===== config.mk =====
export PLATFORM = sky130hd
export DESIGN_NAME = dbg_seq_top
export DESIGN_NICKNAME = d
export VERILOG_FILES = /design/src/rtl/dbg_seq_pkg.sv /design/src/rtl/dbg_seq_regs.sv /design/src/rtl/dbg_seq_route.sv /design/src/rtl/dbg_seq_fsm.sv /design/src/rtl/dbg_seq_top.sv
export SDC_FILE = /design/constraint.sdc
export NUM_CORES = 1
export LEC_CHECK = 0
export ABC_AREA = 1
export BUFFER_PORTS_ARGS = -buffer_cell sky130_fd_sc_hd__buf_2
export CAP_MARGIN = 20
export CORE_ASPECT_RATIO = 1.5
export CORE_MARGIN = 1.5
export CORE_UTILIZATION = 57
export DETAILED_ROUTE_END_ITERATION = 16
export GPL_TIMING_DRIVEN = 0
export PLACE_DENSITY_LB_ADDON = 0.25
export SYNTH_ARGS = -nofsm -noshare
export SYNTH_HDL_FRONTEND = slang
export SYNTH_HIERARCHICAL = 1
export SYNTH_SLANG_ARGS = --single-unit
export TNS_END_PERCENT = 20

===== constraint.sdc =====
create_clock -name clk -period 3.12 [get_ports clk]
set_clock_uncertainty 0.15 [all_clocks]
set_input_delay 0.312 -clock clk [delete_from_list [all_inputs] [get_ports clk]]
set_output_delay 0.312 -clock clk [all_outputs]
set_load 0.05 [all_outputs]

===== src/rtl/dbg_seq_pkg.sv =====
// Shared types and route tables for the debug trigger sequencer.
// Assumes three match channels and 4-bit per-state route select values.
package dbg_seq_pkg;

    localparam int unsigned NUM_CH  = 3;
    localparam int unsigned SEL_W   = 4;
    localparam int unsigned ADDR_W  = 2;
    localparam int unsigned DATA_W  = 8;
    localparam int unsigned STATE_W = 3;
    localparam int unsigned BANK_W  = 2;
    localparam int unsigned NUM_SEL = 3;

    typedef enum logic [STATE_W-1:0] {
        ST_IDLE  = 3'd0,
        ST_ONE   = 3'd1,
        ST_TWO   = 3'd2,
        ST_THREE = 3'd3,
        ST_FINAL = 3'd4
    } seq_state_e;

    typedef struct packed {
        logic       hit;
        seq_state_e nxt;
    } route_t;

    // Build a defined route to a given state.
    function automatic route_t go(seq_state_e s);
        route_t r;
        r.hit = 1'b1;
        r.nxt = s;
        return r;
    endfunction

    // Route of one channel for the current state and select value; hit=0 means no move.
    function automatic route_t route_ch(seq_state_e st, logic [SEL_W-1:0] sel,
                                        int unsigned ch);
        route_t r;
        r.hit = 1'b0;
        r.nxt = st;
        case (st)
            ST_ONE: begin
                case (sel)
                    4'h0: if (ch == 0) r = go(ST_TWO);
                    4'h1: if (ch == 1) r = go(ST_TWO);
                    4'h2: if (ch == 2) r = go(ST_TWO);
                    4'h3: if (ch == 1) r = go(ST_THREE);
                    4'h4: if (ch == 0) r = go(ST_FINAL);
                    4'h5: begin
                        if (ch == 1) r = go(ST_TWO);
                        if (ch == 2) r = go(ST_FINAL);
                    end
                    default: r.hit = 1'b0;
                endcase
            end
            ST_TWO: begin
                case (sel)
                    4'h0: begin
                        if (ch == 0) r = go(ST_ONE);
                        if (ch == 2) r = go(ST_THREE);
                    end
                    4'h1: if (ch == 1) r = go(ST_THREE);
                    4'h2: if (ch == 2) r = go(ST_THREE);
                    4'h3: begin
                        if (ch == 1) r = go(ST_THREE);
                        if (ch == 0) r = go(ST_FINAL);
                    end
                    4'h4: begin
                        if (ch == 1) r = go(ST_ONE);
                        if (ch == 2) r = go(ST_THREE);
                    end
                    4'hD: begin
                        if (ch == 0 || ch == 2) r = go(ST_FINAL);
                        if (ch == 1) r = go(ST_TWO);
                    end
                    default: r.hit = 1'b0;
                endcase
            end
            ST_THREE: begin
                case (sel)
                    4'h0: if (ch == 0) r = go(ST_ONE);
                    4'h1: if (ch == 2) r = go(ST_FINAL);
                    4'h2: begin
                        if (ch == 1) r = go(ST_TWO);
                        if (ch == 2) r = go(ST_FINAL);
                    end
                    4'h3: if (ch == 0) r = go(ST_FINAL);
                    default: r.hit = 1'b0;
                endcase
            end
            default: r.hit = 1'b0;
        endcase
        return r;
    endfunction

endpackage


===== src/rtl/dbg_seq_regs.sv =====
// Register port of the sequencer: control/bank, select window, status.
// Assumes one access per cycle; reads are combinational from the address.
module dbg_seq_regs
    import dbg_seq_pkg::*;
(
    input  logic                 clk,
    input  logic                 rst_n,
    input  logic                 wr_i,
    input  logic [ADDR_W-1:0]    addr_i,
    input  logic [DATA_W-1:0]    wdata_i,
    input  logic                 armed_i,
    input  logic                 trigger_i,
    input  logic [STATE_W-1:0]   state_i,
    output logic                 arm_req_o,
    output logic                 disarm_req_o,
    output logic [SEL_W-1:0]     sel_one_o,
    output logic [SEL_W-1:0]     sel_two_o,
    output logic [SEL_W-1:0]     sel_three_o,
    output logic [DATA_W-1:0]    rdata_o
);

    localparam logic [ADDR_W-1:0] A_CTRL   = 2'd0;
    localparam logic [ADDR_W-1:0] A_SELWIN = 2'd1;
    localparam logic [ADDR_W-1:0] A_STATUS = 2'd2;
    localparam int unsigned       PAD_SEL  = DATA_W - SEL_W;

    logic [BANK_W-1:0] bank_q;
    logic [SEL_W-1:0]  sel_q [NUM_SEL];
    logic              ctrl_wr;
    logic              sel_wr;
    logic              unused_wbits;

    assign ctrl_wr      = wr_i && (addr_i == A_CTRL);
    assign sel_wr       = wr_i && (addr_i == A_SELWIN) && !armed_i;
    assign arm_req_o    = ctrl_wr && wdata_i[7];
    assign disarm_req_o = ctrl_wr && wdata_i[6] && !wdata_i[7];
    assign unused_wbits = ^wdata_i[5:4];

    // Bank field, writable at any time.
    always_ff @(posedge clk) begin
        if (!rst_n)       bank_q <= '0;
        else if (ctrl_wr) bank_q <= wdata_i[BANK_W-1:0];
    end

    // One route select register per working state, locked while armed.
    for (genvar g = 0; g < NUM_SEL; g++) begin : g_sel
        always_ff @(posedge clk) begin
            if (!rst_n)
                sel_q[g] <= '0;
            else if (sel_wr && (bank_q == BANK_W'(g)))
                sel_q[g] <= wdata_i[SEL_W-1:0];
        end
    end

    assign sel_one_o   = sel_q[0];
    assign sel_two_o   = sel_q[1];
    assign sel_three_o = sel_q[2];

    // Read data multiplexer.
    always_comb begin
        rdata_o = '0;
        case (addr_i)
            A_CTRL:   rdata_o = {armed_i, trigger_i, 4'b0000, bank_q};
            A_SELWIN: begin
                case (bank_q)
                    2'd0:    rdata_o = {{PAD_SEL{1'b0}}, sel_q[0]};
                    2'd1:    rdata_o = {{PAD_SEL{1'b0}}, sel_q[1]};
                    2'd2:    rdata_o = {{PAD_SEL{1'b0}}, sel_q[2]};
                    default: rdata_o = '0;
                endcase
            end
            A_STATUS: rdata_o = {4'b0000, trigger_i, state_i};
            default:  rdata_o = '0;
        endcase
    end

endmodule


===== src/rtl/dbg_seq_route.sv =====
// Next-state resolver: per-channel route lookup, then priority pick.
// Assumes enabled match bits are already masked; Final wins, then lowest channel.
module dbg_seq_route
    import dbg_seq_pkg::*;
(
    input  seq_state_e           state_i,
    input  logic [SEL_W-1:0]     sel_one_i,
    input  logic [SEL_W-1:0]     sel_two_i,
    input  logic [SEL_W-1:0]     sel_three_i,
    input  logic [NUM_CH-1:0]    match_i,
    output logic                 step_valid_o,
    output seq_state_e           step_nxt_o
);

    logic [SEL_W-1:0] sel_cur;
    route_t           ch_route [NUM_CH];

    // Pick the select value of the current state.
    always_comb begin
        case (state_i)
            ST_ONE:   sel_cur = sel_one_i;
            ST_TWO:   sel_cur = sel_two_i;
            ST_THREE: sel_cur = sel_three_i;
            default:  sel_cur = '0;
        endcase
    end

    for (genvar g = 0; g < NUM_CH; g++) begin : g_ch
        assign ch_route[g] = route_ch(state_i, sel_cur, g);
    end

    // Priority: lowest routed channel first, then any Final route overrides.
    always_comb begin
        step_valid_o = 1'b0;
        step_nxt_o   = state_i;
        for (int i = NUM_CH - 1; i >= 0; i--) begin
            if (match_i[i] && ch_route[i].hit) begin
                step_valid_o = 1'b1;
                step_nxt_o   = ch_route[i].nxt;
            end
        end
        for (int i = 0; i < NUM_CH; i++) begin
            if (match_i[i] && ch_route[i].hit && ch_route[i].nxt == ST_FINAL)
                step_nxt_o = ST_FINAL;
        end
    end

endmodule


===== src/rtl/dbg_seq_fsm.sv =====
// Sequencer state, armed flag and sticky trigger.
// Assumes arm/disarm requests are single-cycle; arm has precedence over all.
module dbg_seq_fsm
    import dbg_seq_pkg::*;
(
    input  logic        clk,
    input  logic        rst_n,
    input  logic        arm_req_i,
    input  logic        disarm_req_i,
    input  logic        step_valid_i,
    input  seq_state_e  step_nxt_i,
    output seq_state_e  state_o,
    output logic        armed_o,
    output logic        trigger_o
);

    seq_state_e state_q;
    logic       armed_q;
    logic       trig_q;

    // State update: arm, disarm, then routed step while armed.
    always_ff @(posedge clk) begin
        if (!rst_n) begin
            state_q <= ST_IDLE;
            armed_q <= 1'b0;
            trig_q  <= 1'b0;
        end else if (arm_req_i) begin
            state_q <= ST_ONE;
            armed_q <= 1'b1;
            trig_q  <= 1'b0;
        end else if (disarm_req_i) begin
            state_q <= ST_IDLE;
            armed_q <= 1'b0;
        end else if (armed_q && step_valid_i) begin
            state_q <= step_nxt_i;
            if (step_nxt_i == ST_FINAL) begin
                armed_q <= 1'b0;
                trig_q  <= 1'b1;
            end
        end
    end

    assign state_o   = state_q;
    assign armed_o   = armed_q;
    assign trigger_o = trig_q;

endmodule


===== src/rtl/dbg_seq_top.sv =====
// Top of the debug trigger sequencer: registers, resolver and state machine.
// Assumes matches are one-cycle pulses gated by their comparator enables.
module dbg_seq_top
    import dbg_seq_pkg::*;
(
    input  logic                 clk,
    input  logic                 rst_n,
    input  logic                 reg_wr_i,
    input  logic [ADDR_W-1:0]    reg_addr_i,
    input  logic [DATA_W-1:0]    reg_wdata_i,
    output logic [DATA_W-1:0]    reg_rdata_o,
    input  logic [NUM_CH-1:0]    match_i,
    input  logic [NUM_CH-1:0]    cmp_en_i,
    output logic                 armed_o,
    output logic                 trigger_o,
    output logic [STATE_W-1:0]   state_o
);

    logic              arm_req;
    logic              disarm_req;
    logic [SEL_W-1:0]  sel_one;
    logic [SEL_W-1:0]  sel_two;
    logic [SEL_W-1:0]  sel_three;
    logic [NUM_CH-1:0] match_eff;
    logic              step_valid;
    seq_state_e        step_nxt;
    seq_state_e        state_cur;

    assign match_eff = match_i & cmp_en_i;
    assign state_o   = state_cur;

    dbg_seq_regs i_regs (
        .clk          (clk),
        .rst_n        (rst_n),
        .wr_i         (reg_wr_i),
        .addr_i       (reg_addr_i),
        .wdata_i      (reg_wdata_i),
        .armed_i      (armed_o),
        .trigger_i    (trigger_o),
        .state_i      (state_cur),
        .arm_req_o    (arm_req),
        .disarm_req_o (disarm_req),
        .sel_one_o    (sel_one),
        .sel_two_o    (sel_two),
        .sel_three_o  (sel_three),
        .rdata_o      (reg_rdata_o)
    );

    dbg_seq_route i_route (
        .state_i      (state_cur),
        .sel_one_i    (sel_one),
        .sel_two_i    (sel_two),
        .sel_three_i  (sel_three),
        .match_i      (match_eff),
        .step_valid_o (step_valid),
        .step_nxt_o   (step_nxt)
    );

    dbg_seq_fsm i_fsm (
        .clk          (clk),
        .rst_n        (rst_n),
        .arm_req_i    (arm_req),
        .disarm_req_i (disarm_req),
        .step_valid_i (step_valid),
        .step_nxt_i   (step_nxt),
        .state_o      (state_cur),
        .armed_o      (armed_o),
        .trigger_o    (trigger_o)
    );

endmodule


**Word-level counts from Yosys, hierarchy flattened**

Memory sizes are Yosys's and may differ from the RTL's.
Cells that the tools add are included.
Widths: inputs -> output; s select.

- Eq/ne operators: 17
- $mul: 0
- Mux-type cells: 56
- Bitwise operators: 6
- Div/mod/pow operators: 0
- Shift operators: 0
- Magnitude comparators: 0
- Reductions and logical operators: 39
- Add/sub/neg operators: 0

Operator list:

| operator | number |
|---|---|
| $pmux 3 s2 | 6 |
| $pmux 3 s3 | 4 |
| $mux 1 | 29 |
| $mux 3 | 8 |
| $pmux 4 s3 | 2 |
| $pmux 8 s3 | 1 |
| $logic_and 1x1->1 | 16 |
| $reduce_or 2->1 | 8 |
| $eq 3x3->1 const B | 4 |
| $mux 4 | 3 |
| $reduce_or 3->1 | 4 |
| $pmux 1 s3 | 3 |
| $eq 4x2->1 const B | 2 |
| $eq 4x3->1 const B | 2 |
| $reduce_or 4->1 | 2 |
| $eq 3x2->1 const B | 2 |
| $reduce_bool 3->1 | 2 |
| $eq 2x1->1 const B | 2 |
| $eq 2x2->1 const B | 2 |
| $eq 4x1->1 const B | 1 |
| $eq 4x4->1 const B | 1 |
| $logic_not 2->1 | 2 |
| $logic_not 4->1 | 1 |
| $and 3x3->3 | 1 |
| other kinds (6) | 10 |

- Logic and storage cells: 124
- Memory bits (read-only): 0
- Bits in latches: 0
- Memories kept: 1
- Memory bits (writable): 12
- Input bits: 19
- Flip-flop bits (word level): 7

Memory list:

| name | words | width | rd ports | clocked after Yosys merged registers in | wr ports | RTL line | source |
|---|---|---|---|---|---|---|---|
| i_regs.sel_q | 3 | 4 | 3 | 0 | 3 | dbg_seq_regs.sv:28 | `logic [SEL_W-1:0] sel_q [NUM_SEL];` |

**Logic depth before layout (Yosys ltp)**

Gate-level depths: netlist of run 1.

- Depth after elaboration: 18
- Mapped depth: 22
- Gate-level depth less buffers: 21

**Modules after synthesis**

Netlist of run 1, hierarchy kept.

Modules (own cells, without submodules):

| module | area each (µm²) | instances | sequential area each (µm²) | cells each |
|---|---|---|---|---|
| dbg_seq_route | 862.1 | 1 | 0.0 | 142 |
| dbg_seq_regs | 834.6 | 1 | 400.4 | 104 |
| dbg_seq_fsm | 242.7 | 1 | 100.1 | 35 |
| dbg_seq_top | 22.5 | 1 | 0.0 | 6 |

**Worst setup path before layout of run 1**

No wires, ideal clock.

- Path type: reg-to-reg
- From: register i_fsm.state_q[1], in the netlist i_fsm/state_o[1]
- To: register i_fsm.armed_q, in the netlist i_fsm/armed_o
- Library setup time: 0.117 ns
- Data required time: 2.853 ns
- Period minus slack after synthesis: 2.657 ns
- Stages on the path, launching flop included: 21
- Setup slack: 0.463 ns
- Path buffers: 1
- Arrival time: 2.390 ns
- Path through: dfxtp_1 > buf_6 > inv_6 > nor2_4 > nand3_1 > nand3_2 > nand2_1 > nor2_4 > nor2_1 > nand2_1 > nand2_1 > nand2_4 > nand3_2 > nand2_1 > nand3_1 > nand3_1 > inv_1 > nor2_1 > nand2_1 > nand2_1 > a21oi_1

- Cells in the longest elaborated chain, start to end: 16
- Elaborated cells on any way between the ends: 70
- Classes of those cells: 13 x eq/ne; 34 x mux; 23 x reduce/logical

Ends and longest elaborated chain:

| element | RTL line | source |
|---|---|---|
| from (decl) | dbg_seq_fsm.sv:17 | `seq_state_e state_q;` |
| from (signal assigned) | dbg_seq_fsm.sv:35 | `state_q <= step_nxt_i;` |
| $eq 3x2->1 or $eq 3x1->1 (tied branches) | dbg_seq_pkg.sv:40, dbg_seq_route.sv:20 |  |
| $pmux 4 s3 | dbg_seq_route.sv:20 | `case (state_i)` |
| $eq 4x3->1 (tied with other cells) | dbg_seq_pkg.sv:42, dbg_seq_pkg.sv:56 |  |
| $reduce_or 4->1 (no line) or $reduce_or 2->1 (tied branches) | n/a |  |
| $mux 1 | n/a |  |
| $pmux 1 s3 | dbg_seq_pkg.sv:40 | `case (st)` |
| $logic_and 1x1->1 | dbg_seq_route.sv:37, dbg_seq_route.sv:43 |  |
| $mux 3 (3 in series) | dbg_seq_route.sv:37 | `if (match_i[i] && ch_route[i].hit) begin` |
| $mux 3 (2 in series) | dbg_seq_route.sv:43 | `if (match_i[i] && ch_route[i].hit && ch_route[i].nxt == ST_FINAL)` |
| $mux 3 (*) | dbg_seq_route.sv:43 |  |
| named net step_nxt[2] | dbg_seq_top.sv:26 | `seq_state_e step_nxt;` |
| $eq 3x3->1 (*) | dbg_seq_fsm.sv:36 | `if (step_nxt_i == ST_FINAL) begin` |
| $reduce_bool 3->1 (no line) (*) | n/a |  |
| $reduce_and 2->1 (no line) (*) | n/a |  |
| to (signal assigned) | dbg_seq_fsm.sv:29 | `armed_q <= 1'b1;` |
| to (signal assigned) | dbg_seq_fsm.sv:33 | `armed_q <= 1'b0;` |
| to (signal assigned) | dbg_seq_fsm.sv:37 | `armed_q <= 1'b0;` |
| to (decl) | dbg_seq_fsm.sv:18 | `logic armed_q;` |

Mark *: on every way through the listed nets, which the timed path passes. The rest lies on a longest branch.
A chain may end at the register's enable or synchronous reset.

**Worst setup path in the final report of run 1**

Same ends and word-level chain as after synthesis.

==> flow_summary.toml, run 1 <==
[worst_hold_path]
hold_class = "primary input to flop"
hold_depth = 3
hold-path-endpoint = "i_regs/bank_q[1]"
hp-start = "reg_wdata_i[1]"

[power_and_ir_drop]
power_frac_comb = 0.167
ir_worst_vdd_uv = 301.3
p_clk_frac = 0.309
total_power_mw = 0.5383
power_density_nw_per_um2 = 245.0
internal-power_mw = 0.3916
seq_power_share = 0.524
p_switching_mw = 0.1467
swShare = 0.2725
p_leak_nw = 1.250

[detailed_routing]
route.vias.total = 1902
first_iter_violations = 80
final_antenna_net_count = 0
first_pass_iters = 4
via_per_inst = 5.298
drc = 0
wire_per_inst_um = 12.07
routed_wl_um = 4334

[placement]
dpl.hpwl_um = 3629
place.gp.congestion = 0.8230
io_buffers = 27
place_area_um2 = 2151
dp_slack_ps = 523.2

[clock_network]
clkTransAtPathRegs_ps = 70
cts_tree = "built"
cts_buffers = 3
clockBufferDepth = 2
cts-root-buf = "clkbuf_8"
cts_setup_buffers = 0
ctsHoldBuffers = 0
cts-resized-gates = 0
clk_latency_ps = 250
ctsHtreeMaxLevel = 1
cts.sinks = 19

[synth]
yosys.area.top_type = "edfxtp_1"
ys_ff_latch = 19
yosysWarnings = 6
avgSynthCellArea_um2 = 6.836
synthArstFlopShare = 0
syn_inst = 287
synth_area_um2 = 1962
synth_edf_count = 12
synth-seq-area-share = 0.2551
synth_cell_types = 28
yosys-top-cells-count = "nand2_1 (67), nand3_1 (40), inv_1 (34)"
netlist.area_leader.share = 0.1837
yosysMostFrequentCell = "nand2_1"
synthTopCellsByArea = "edfxtp_1 (18%), nand2_1 (13%), nand3_1 (10%)"
synth_ff_type = "edfxtp_1"

[final_layout]
fin_nets = 339
fillers = 296
diodes = 0
final_layout_size_suffix_gt1_frac = 0.2947
multi_input_area_um2 = 1231
fin_area_um2 = 2197
syn_to_final_growth_pct = 11.99
final-seq-area_um2 = 500.5

[sta]
setup_slack_ps = 501.3
fmax_mhz = 381.9
maxSlewHeadroom = 0.6657
drv_slew = 0
timing.final.crit_share = 0.8393
setup_tns_ps = 0
tightest_slew_ps = 499.5
finalCriticalPeriod_ps = 2619
hold_viol_final = 0
rsz0062_at_grt = "false"
setup_viol = 0

[critical_path]
crit_type = "flop to flop"
worstPathCellList = "buf_6, inv_6, nor2_4, nand3_1, nand3_2, nand2_1, nor2_4, nor2_1, nand2_1, nand2_1, nand2_4, nand3_2, nand2_1, nand3_1, nand3_1, inv_1, nor2_1, nand2_1, nand2_1, a21oi_1"
startpoint = "i_fsm/state_o[1]"
cp_num_buf_inv = 3
critPathMaxFanout = 9
slowest_delay_ps = 390
reg2regPathDepth = 20
cpMostUsedCell = "nand2_1"
arrival_ps = 2620
crit_path_top_delay_cell = "dfxtp_1"
required_ps = 3120
reg2reg_from = "i_fsm/state_o[1]"
cp-end-kind = "flop"
startpoint_type = "flop"
r2r-end = "i_fsm/armed_o"
timing.reg2reg.setup_slack_ps = 500
crit_family = "simple AND/OR/NAND/NOR gates"

[global_route]
grt_usage = 0.2491
grt_pass1_vias = 1761
overflow = 0
grt_pass1_wl_um = 7348
grt_start_max_net_pins = 12
antenna_found_initial = 0

[floorplanning]
row_count = 25
coreArea_um2 = 3222
io_pins = 32
die_h_um = 74.85
initial_core_util = 0.6089
die_area_um2 = 3810
die_w_um = 50.90

[flow_run]
cap_viol_max_count = 0

[run_status]
status = "finished clean"
==> logic make-up (layout without fill, tap and decap cells) <==
family | Yosys count | count (layout) | share of synthesized area
flops | 19 | 19 | 0.2551
simple gates | 197 | 197 | 0.5702
buf+inv | 51 | 82 | 0.1193
other cells | 1 | 2 | 0.001911
compound gates | 19 | 19 | 0.05358
==> layout make-up <==
class	instances	area share
clock inverters	1	0.002278
plain buffers	7	0.02904
well taps	40	0.02278
flip-flops and latches	19	0.2278
repair buffers	27	0.06150
inverters	44	0.07745
multi-input cells	218	0.5604
clock buffers	3	0.01879
==> tightest hold or removal path, cell delays in order <==
cell and delay (ps):
buf_2 80, o21ai_0 80, nor2_1 80
==> metal layers <==
| layer | vias up | wire length, um | global-route usage |
|---|---|---|---|
| met2 | 43 | 2377 | 0.4805 |
| met4 | 0 | 104 | 0.1321 |
| met1 | 852 | 1738 | 0.2666 |
| met3 | 10 | 113 | 0.01587 |
| met5 | - | 0 | 0 |
| li1 | 997 | - | - |
==> cells in the final DEF, fill, tap and decap left out, types with 7 or more instances in the layout <==
master / n
dfxtp_1: 7
nand4_1: 9
nand2_1: 67
buf_2: 27
nor2_1: 32
nor2_4: 8
edfxtp_1: 12
o21ai_0: 8
nand2_2: 10
inv_1: 34
nand3_2: 8
nand3_1: 40
inv_2: 8
==> through the flow <==
| stage | instances | utilization | hold slack [ps] |
|---|---|---|---|
| floorplan | 288 | - | 293.6 |
| global placement | 355 | 0.6676 | 344.0 |
| detailed placement | 355 | 0.6676 | 347.6 |
| CTS | 359 | 0.6819 | 182.4 |
| global route | 359 | 0.6819 | 217.4 |
| finish | 359 | 0.6819 | 184.3 |
==> flip-flops by register name, summed over array words and instances (netlist names) <==
signal / flops
i_fsm/state_o: 3
i_fsm/armed_o: 1
i_regs/sel_q: 12
i_fsm/trigger_o: 1
i_regs/bank_q: 2
==> power by group through the flow <==
stage,Sequential [mW],Combinational [mW],Clock [mW]
finish,0.282,0.0901,0.166
global route,0.283,0.0998,0.180
global placement,0.287,0.0892,0
floorplan,0.287,0.0629,0
detailed placement,0.288,0.0898,0
CTS,0.282,0.0901,0.173
==> worst max path at each step <==
| stage | depth (start not counted) | end |
|---|---|---|
| 3_5_place_dp | 20 | i_fsm/armed_o |
| 6_report | 20 | i_fsm/armed_o |
| 3_3_place_gp | 20 | i_fsm/armed_o |
| 5_1_grt | 19 | i_fsm/armed_o |
| 4_1_cts | 20 | i_fsm/armed_o |
| 2_1_floorplan | 20 | i_fsm/armed_o |
No activity file was read; power rests on OpenSTA's default activity.
==> inputs of run 2 (changes only) <==
--- a/config.mk
+++ b/config.mk
@@ -10,7 +10,7 @@
 export CAP_MARGIN = 20
 export CORE_ASPECT_RATIO = 1.5
 export CORE_MARGIN = 1.5
-export CORE_UTILIZATION = 57
+export CORE_UTILIZATION = 52
 export DETAILED_ROUTE_END_ITERATION = 16
 export GPL_TIMING_DRIVEN = 0
 export PLACE_DENSITY_LB_ADDON = 0.25
==> constraint.sdc (replaced) <==
create_clock -name clk -period 2.2 [get_ports clk]
set_clock_uncertainty 0.15 [all_clocks]
set_input_delay 0.22 -clock clk [delete_from_list [all_inputs] [get_ports clk]]
set_output_delay 0.22 -clock clk [all_outputs]
set_load 0.05 [all_outputs]
==> run 2 against run 1 <==
Against the previous run:
- count of clock-buffer cells in the layout did not move
- global-route usage shrank 0.098 points
- sequential cell count is the same
- largest power group unchanged
- core utilization grew 1.4 points
- critical path depth fell by 2
- the flow now finishes with violations (setup timing)
==> flow_summary.toml, run 2 (synthesized netlist as in run 1, its figures left out) <==
[power_and_ir_drop]
power_density_nw_per_um2 = 306.3
seq_power_share = 0.511
p_leak_nw = 1.304
ir_worst_vdd_uv = 412.7
p_clk_frac = 0.317
p_switching_mw = 0.2225
swShare = 0.2862
power_frac_comb = 0.172
total_power_mw = 0.7777
internal-power_mw = 0.5551

[sta]
drv_slew = 0
finalCriticalPeriod_ps = 2411
hold_slack_ps = 93.21
setup_tns_ps = -882.3
tightest_slew_ps = 499.0
hold_viol_final = 0
maxSlewHeadroom = 0.6661
fmax_mhz = 414.7
timing.final.crit_share = 1.096
setup_viol = 5
rsz0062_at_grt = "true"
setup_slack_ps = -211.3

[final_layout]
final_cells = 375
top_register = "i_regs/sel_q"
largest_reg_flops = 12
fin_util = 0.6958
final-seq-area_um2 = 511.7
fin_nets = 352
final_cell_mix = "nand2_1 (56), nand3_1 (34), inv_1 (32)"
final_layout_size_suffix_gt1_frac = 0.4187
syn_to_final_growth_pct = 29.40
fin_area_um2 = 2539
fillers = 330
multi_input_area_um2 = 1441
diodes = 0
layout_commonest_cell = "nand2_1"

[clock_network]
cts_tree = "built"
clockBufferDepth = 2
cts.sinks = 19
clkTransAtPathRegs_ps = 70
clk_latency_ps = 250
cts_buffers = 3
ctsHoldBuffers = 0
cts-root-buf = "clkbuf_8"
ctsHtreeMaxLevel = 1

[detailed_routing]
route.vias.total = 2013
wire_per_inst_um = 13.03
routed_wl_um = 4887
first_pass_iters = 4
drc = 0
first_iter_violations = 49
final_antenna_net_count = 0
via_per_inst = 5.368

[critical_path]
critPathMaxFanout = 8
startpoint = "i_fsm/state_o[0]"
startpoint_type = "flop"
required_ps = 2200
arrival_ps = 2410
reg2regPathDepth = 18
cp-end-kind = "flop"
r2r-end = "i_fsm/armed_o"
timing.reg2reg.setup_slack_ps = -210
crit_type = "flop to flop"
reg2reg_from = "i_fsm/state_o[0]"
crit_path_end = "i_fsm/armed_o"

[worst_hold_path]
hold_class = "primary input to flop"

[placement]
io_buffers = 27
place_area_um2 = 2191
dp_slack_ps = -304.7
dpl.hpwl_um = 3574
dpl.cell_count = 358
place.gp.congestion = 0.8531

[global_route]
grt_start_max_net_pins = 13
grt_pass1_vias = 1870
overflow = 0
antenna_found_initial = 0
grt_usage = 0.2481
grt_pass1_wl_um = 7852

[flow_run]
cap_viol_max_count = 0

[floorplanning]
die_h_um = 78.23
initial_core_util = 0.5377
row_count = 27
die_area_um2 = 4158
coreArea_um2 = 3649
die_w_um = 53.15
io_pins = 32

[run_status]
violations = "setup timing"
status = "finished with violations"
## run 2: cell type report
class | count | share of cell area
tap | 43 | 0.02119
inverter | 44 | 0.06999
buffer | 6 | 0.02563
clock inverter | 1 | 0.002957
multi-input combinational | 218 | 0.5678
sequential | 19 | 0.2016
timing repair buffer | 41 | 0.09463
clock buffer | 3 | 0.01626
## run 2: worst max-delay path: stages, from the launching register on
cell and delay (ps):
dfxtp_4 370, inv_4 130, nand4_1 200, nand3_4 210, nand2_2 90, nor2_4 150
nor2_1 60, nand2_1 110, nand2_2 90, nand2_4 100, nand3_4 90, nand2_2 80
nand3_2 60, nand3_2 90, inv_2 50, nor2_4 110, nand2_1 50, nand2_1 50
a21oi_1 60
## run 2: worst min path at each step
stage                         start               end  slack (ps)  depth (start not counted)
floorplan                     rst_n  i_fsm/state_o[0]         190                          2
global placement    i_fsm/trigger_o   i_fsm/trigger_o         340                          2
finish               reg_wdata_i[0]  i_regs/bank_q[0]          90                          3
global route         reg_wdata_i[0]  i_regs/bank_q[0]         110                          3
detailed placement  i_fsm/trigger_o   i_fsm/trigger_o         340                          2
CTS                  reg_wdata_i[1]  i_regs/bank_q[1]          90                          3
## run 2: layer usage
metal  share of wire  track usage
met1            0.37       0.2614
met2            0.59       0.4850
met3           0.024      0.01521
met4           0.014      0.08974
met5               0            0
## run 2: power by group through the flow
| stage | sequential, mW | clock, mW | combinational [mW] |
|---|---|---|---|
| after floorplan | 0.404 | 0 | 0.0894 |
| after global placement | 0.404 | 0 | 0.128 |
| after global routing | 0.398 | 0.264 | 0.147 |
| final | 0.398 | 0.246 | 0.134 |
| after CTS | 0.396 | 0.254 | 0.132 |
| after detailed placement | 0.404 | 0 | 0.129 |
## run 2: what timing repair did
item	CTS	global route
setup endpoints to repair	5	5
pin swaps	24	17
resized for setup	28	23
buffers inserted	8	6
hold endpoints to repair	0	0
==> inputs of run 3 (changes only) <==
--- a/config.mk
+++ b/config.mk
@@ -5,15 +5,13 @@
 export SDC_FILE = /design/constraint.sdc
 export NUM_CORES = 1
 export LEC_CHECK = 0
-export ABC_AREA = 1
 export BUFFER_PORTS_ARGS = -buffer_cell sky130_fd_sc_hd__buf_2
 export CAP_MARGIN = 20
 export CORE_ASPECT_RATIO = 1.5
-export CORE_MARGIN = 1.5
-export CORE_UTILIZATION = 52
+export CORE_UTILIZATION = 51
 export DETAILED_ROUTE_END_ITERATION = 16
 export GPL_TIMING_DRIVEN = 0
-export PLACE_DENSITY_LB_ADDON = 0.25
+export PLACE_DENSITY_LB_ADDON = 0.1
 export SYNTH_ARGS = -nofsm -noshare
 export SYNTH_HDL_FRONTEND = slang
 export SYNTH_HIERARCHICAL = 1
==> run 3 against run 2 <==
Against the previous run:
- the flow still finishes with violations (setup timing)
- largest power group unchanged
- global-route usage rose by 3.0 points
- critical path type unchanged
- non-clock buffer count is 6 higher
- clock power fell by 5%
- core utilization fell by 0.57 points
==> flow_summary.toml, run 3 <==
[synth]
avgSynthCellArea_um2 = 8.694
yosys.area.top_type = "edfxtp_1"
yosysWarnings = 6
synthTopCellsByArea = "edfxtp_1 (19%), dfxtp_1 (7.5%), mux2i_1 (5.9%)"
yosys-top-cells-count = "nand2_1 (19), nor2_1 (19), edfxtp_1 (12)"
netlist.area_leader.share = 0.1928
synthArstFlopShare = 0
ys_ff_latch = 19
synth-seq-area-share = 0.2677
synth_ff_type = "edfxtp_1"
synth_edf_count = 12
syn_inst = 215
synth_cell_types = 66
synth_area_um2 = 1869

[final_layout]
fin_util = 0.6901
largest_reg_flops = 12
fillers = 298
syn_to_final_growth_pct = 27.31
fin_nets = 280
diodes = 0
fin_area_um2 = 2380
top_register = "i_regs/sel_q"
final_cell_mix = "buf_2 (27), buf_4 (16), nand2_1 (16), nor2_1 (16), edfxtp_1 (12)"
final_layout_size_suffix_gt1_frac = 0.4115
layout_commonest_cell = "buf_2"

[clock_network]
clk_latency_ps = 250
ctsHtreeMaxLevel = 1
cts_buffers = 3
ctsHoldBuffers = 0
clkTransAtPathRegs_ps = 70
cts_tree = "built"
cts-root-buf = "clkbuf_8"
cts.sinks = 19
clockBufferDepth = 2

[sta]
fmax_mhz = 325.1
finalCriticalPeriod_ps = 3076
rsz0062_at_grt = "true"
hold_slack_ps = 81.71
drv_slew = 0
tightest_slew_ps = 587.1
setup_slack_ps = -876.0
timing.final.crit_share = 1.398
setup_viol = 5
hold_viol_final = 0
maxSlewHeadroom = 0.6086

[power_and_ir_drop]
p_leak_nw = 0.9455
ir_worst_vdd_uv = 455.5
total_power_mw = 0.8274
power_density_nw_per_um2 = 347.7

[global_route]
grt_usage = 0.2781
grt_pass1_vias = 1787
grt_pass1_wl_um = 8293
grt_start_max_net_pins = 12
antenna_found_initial = 0
overflow = 0

[floorplanning]
initial_core_util = 0.5421
die_h_um = 76.15
die_area_um2 = 3916
die_w_um = 51.43
io_pins = 32
coreArea_um2 = 3448
row_count = 26

[critical_path]
r2r-end = "i_fsm/armed_o"
reg2reg_from = "i_fsm/state_o[1]"
cp_num_buf_inv = 4
crit_family = "compound AO/OA/AOI/OAI gates"
cp-end-kind = "flop"
cpMostUsedCell = "buf_4"
crit_path_top_delay_cell = "dfxtp_4"
slowest_delay_ps = 360
arrival_ps = 3070
required_ps = 2200
crit_type = "flop to flop"
critPathMaxFanout = 9
reg2regPathDepth = 15
worstPathCellList = "buf_6, nor2b_2, buf_4, a2bb2oi_4, buf_4, nand2_1, nand3_1, o211ai_1, a32oi_2, buf_4, a21oi_1, or3_4, nand2b_4, o311a_1, o21a_1"
startpoint_type = "flop"
timing.reg2reg.setup_slack_ps = -880

[detailed_routing]
final_antenna_net_count = 0
wire_per_inst_um = 17.73
first_iter_violations = 58
via_per_inst = 6.189
first_pass_iters = 4
route.vias.total = 1869
routed_wl_um = 5353
drc = 0

[run_status]
violations = "setup timing"
status = "finished with violations"

[placement]
io_buffers = 26
dpl.hpwl_um = 3919
place_area_um2 = 2093
place.gp.congestion = 0.9326

[worst_hold_path]
hold_class = "primary input to flop"
hp-start = "rst_n"
hold-path-endpoint = "i_fsm/state_o[0]"
hold_depth = 2

[flow_run]
cap_viol_max_count = 0
[run 3: changes by cell type in the layout (fill, tap and decap cells not counted), moves of 7 or more]
cell | previous run | this run
nand3_1 | 34 | 9
nor2_1 | 26 | 16
nand3_4 | 8 | 0
inv_2 | 9 | 0
nand4_1 | 9 | 1
nor2_4 | 13 | 2
buf_6 | 0 | 7
inv_1 | 32 | 8
mux2i_1 | 0 | 10
nand2_1 | 56 | 16
nand2_2 | 17 | 3
nand2_4 | 9 | 1
[run 3: timing repair]
action	4_1_cts	5_1_grt
setup buffers	9	5
hold endpoints to repair	0	0
pin swaps	6	17
cloned	0	1
endpoints found under the setup margin	5	5
resized for setup	9	23
[run 3: where the power goes]
group          switching [mW]  internal (mW)  leakage, nW
Clock                   0.108          0.126       0.0255
Combinational           0.110         0.0768        0.737
Sequential             0.0191          0.389        0.183
Total                   0.236          0.591        0.946
[run 3: kinds of logic after synthesis]
kind of cell | Yosys count | synth area share
AND/OR/NAND/NOR | 106 | 0.3367
AO/OA/AOI/OAI | 53 | 0.2329
buffers and inverters | 21 | 0.07162
flip-flops | 19 | 0.2677
multiplexers | 15 | 0.08902
other | 1 | 0.002006
[run 3: stage by stage]
stage	setup TNS [ps]	instances	setup WS, ps
2_1_floorplan	-2517	216	-701.2
3_3_place_gp	-3374	284	-890.5
3_5_place_dp	-3420	284	-900.8
4_1_cts	-3396	297	-853.5
5_1_grt	-4205	302	-1018
6_report	-3396	302	-876.0
[run 3: layer usage]
metal  track usage  vias to the layer above  part of all wire
li1              -                      901                 -
met1        0.2891                      871              0.37
met2        0.5195                       75              0.56
met3       0.03992                       22             0.042
met4        0.1243                        0             0.029
met5             0                        -                 0
[run 3: final cells by class]
type	count	area, um^2	share of cell area
Multi-Input combinational cell	176	1395	0.5862
Tap cell	42	52.55	0.02208
Inverter	8	30.03	0.01262
Clock inverter	1	5.005	0.002103
Buffer	12	100.1	0.04206
Clock buffer	3	41.29	0.01735
Sequential cell	19	509.2	0.2140
Timing Repair Buffer	41	246.5	0.1036
[run 3: worst register-to-register path: stages, from the launching register on]
cell and delay, ps:
dfxtp_4 360, buf_6 150, nor2b_2 170, buf_4 200
a2bb2oi_4 90, buf_4 140, nand2_1 170, nand3_1 150
o211ai_1 230, a32oi_2 170, buf_4 170, a21oi_1 130
or3_4 160, nand2b_4 50, o311a_1 320, o21a_1 170
[run 3: worst max path at each step]
| stage | from | end | depth (start not counted) |
|---|---|---|---|
| global route | i_fsm/state_o[1] | i_fsm/armed_o | 15 |
| global placement | i_fsm/state_o[0] | i_fsm/armed_o | 12 |
| CTS | i_fsm/state_o[0] | i_fsm/armed_o | 11 |
| finish | i_fsm/state_o[1] | i_fsm/armed_o | 15 |
| detailed placement | i_fsm/state_o[0] | i_fsm/armed_o | 12 |
| floorplan | i_fsm/state_o[0] | i_fsm/armed_o | 11 |
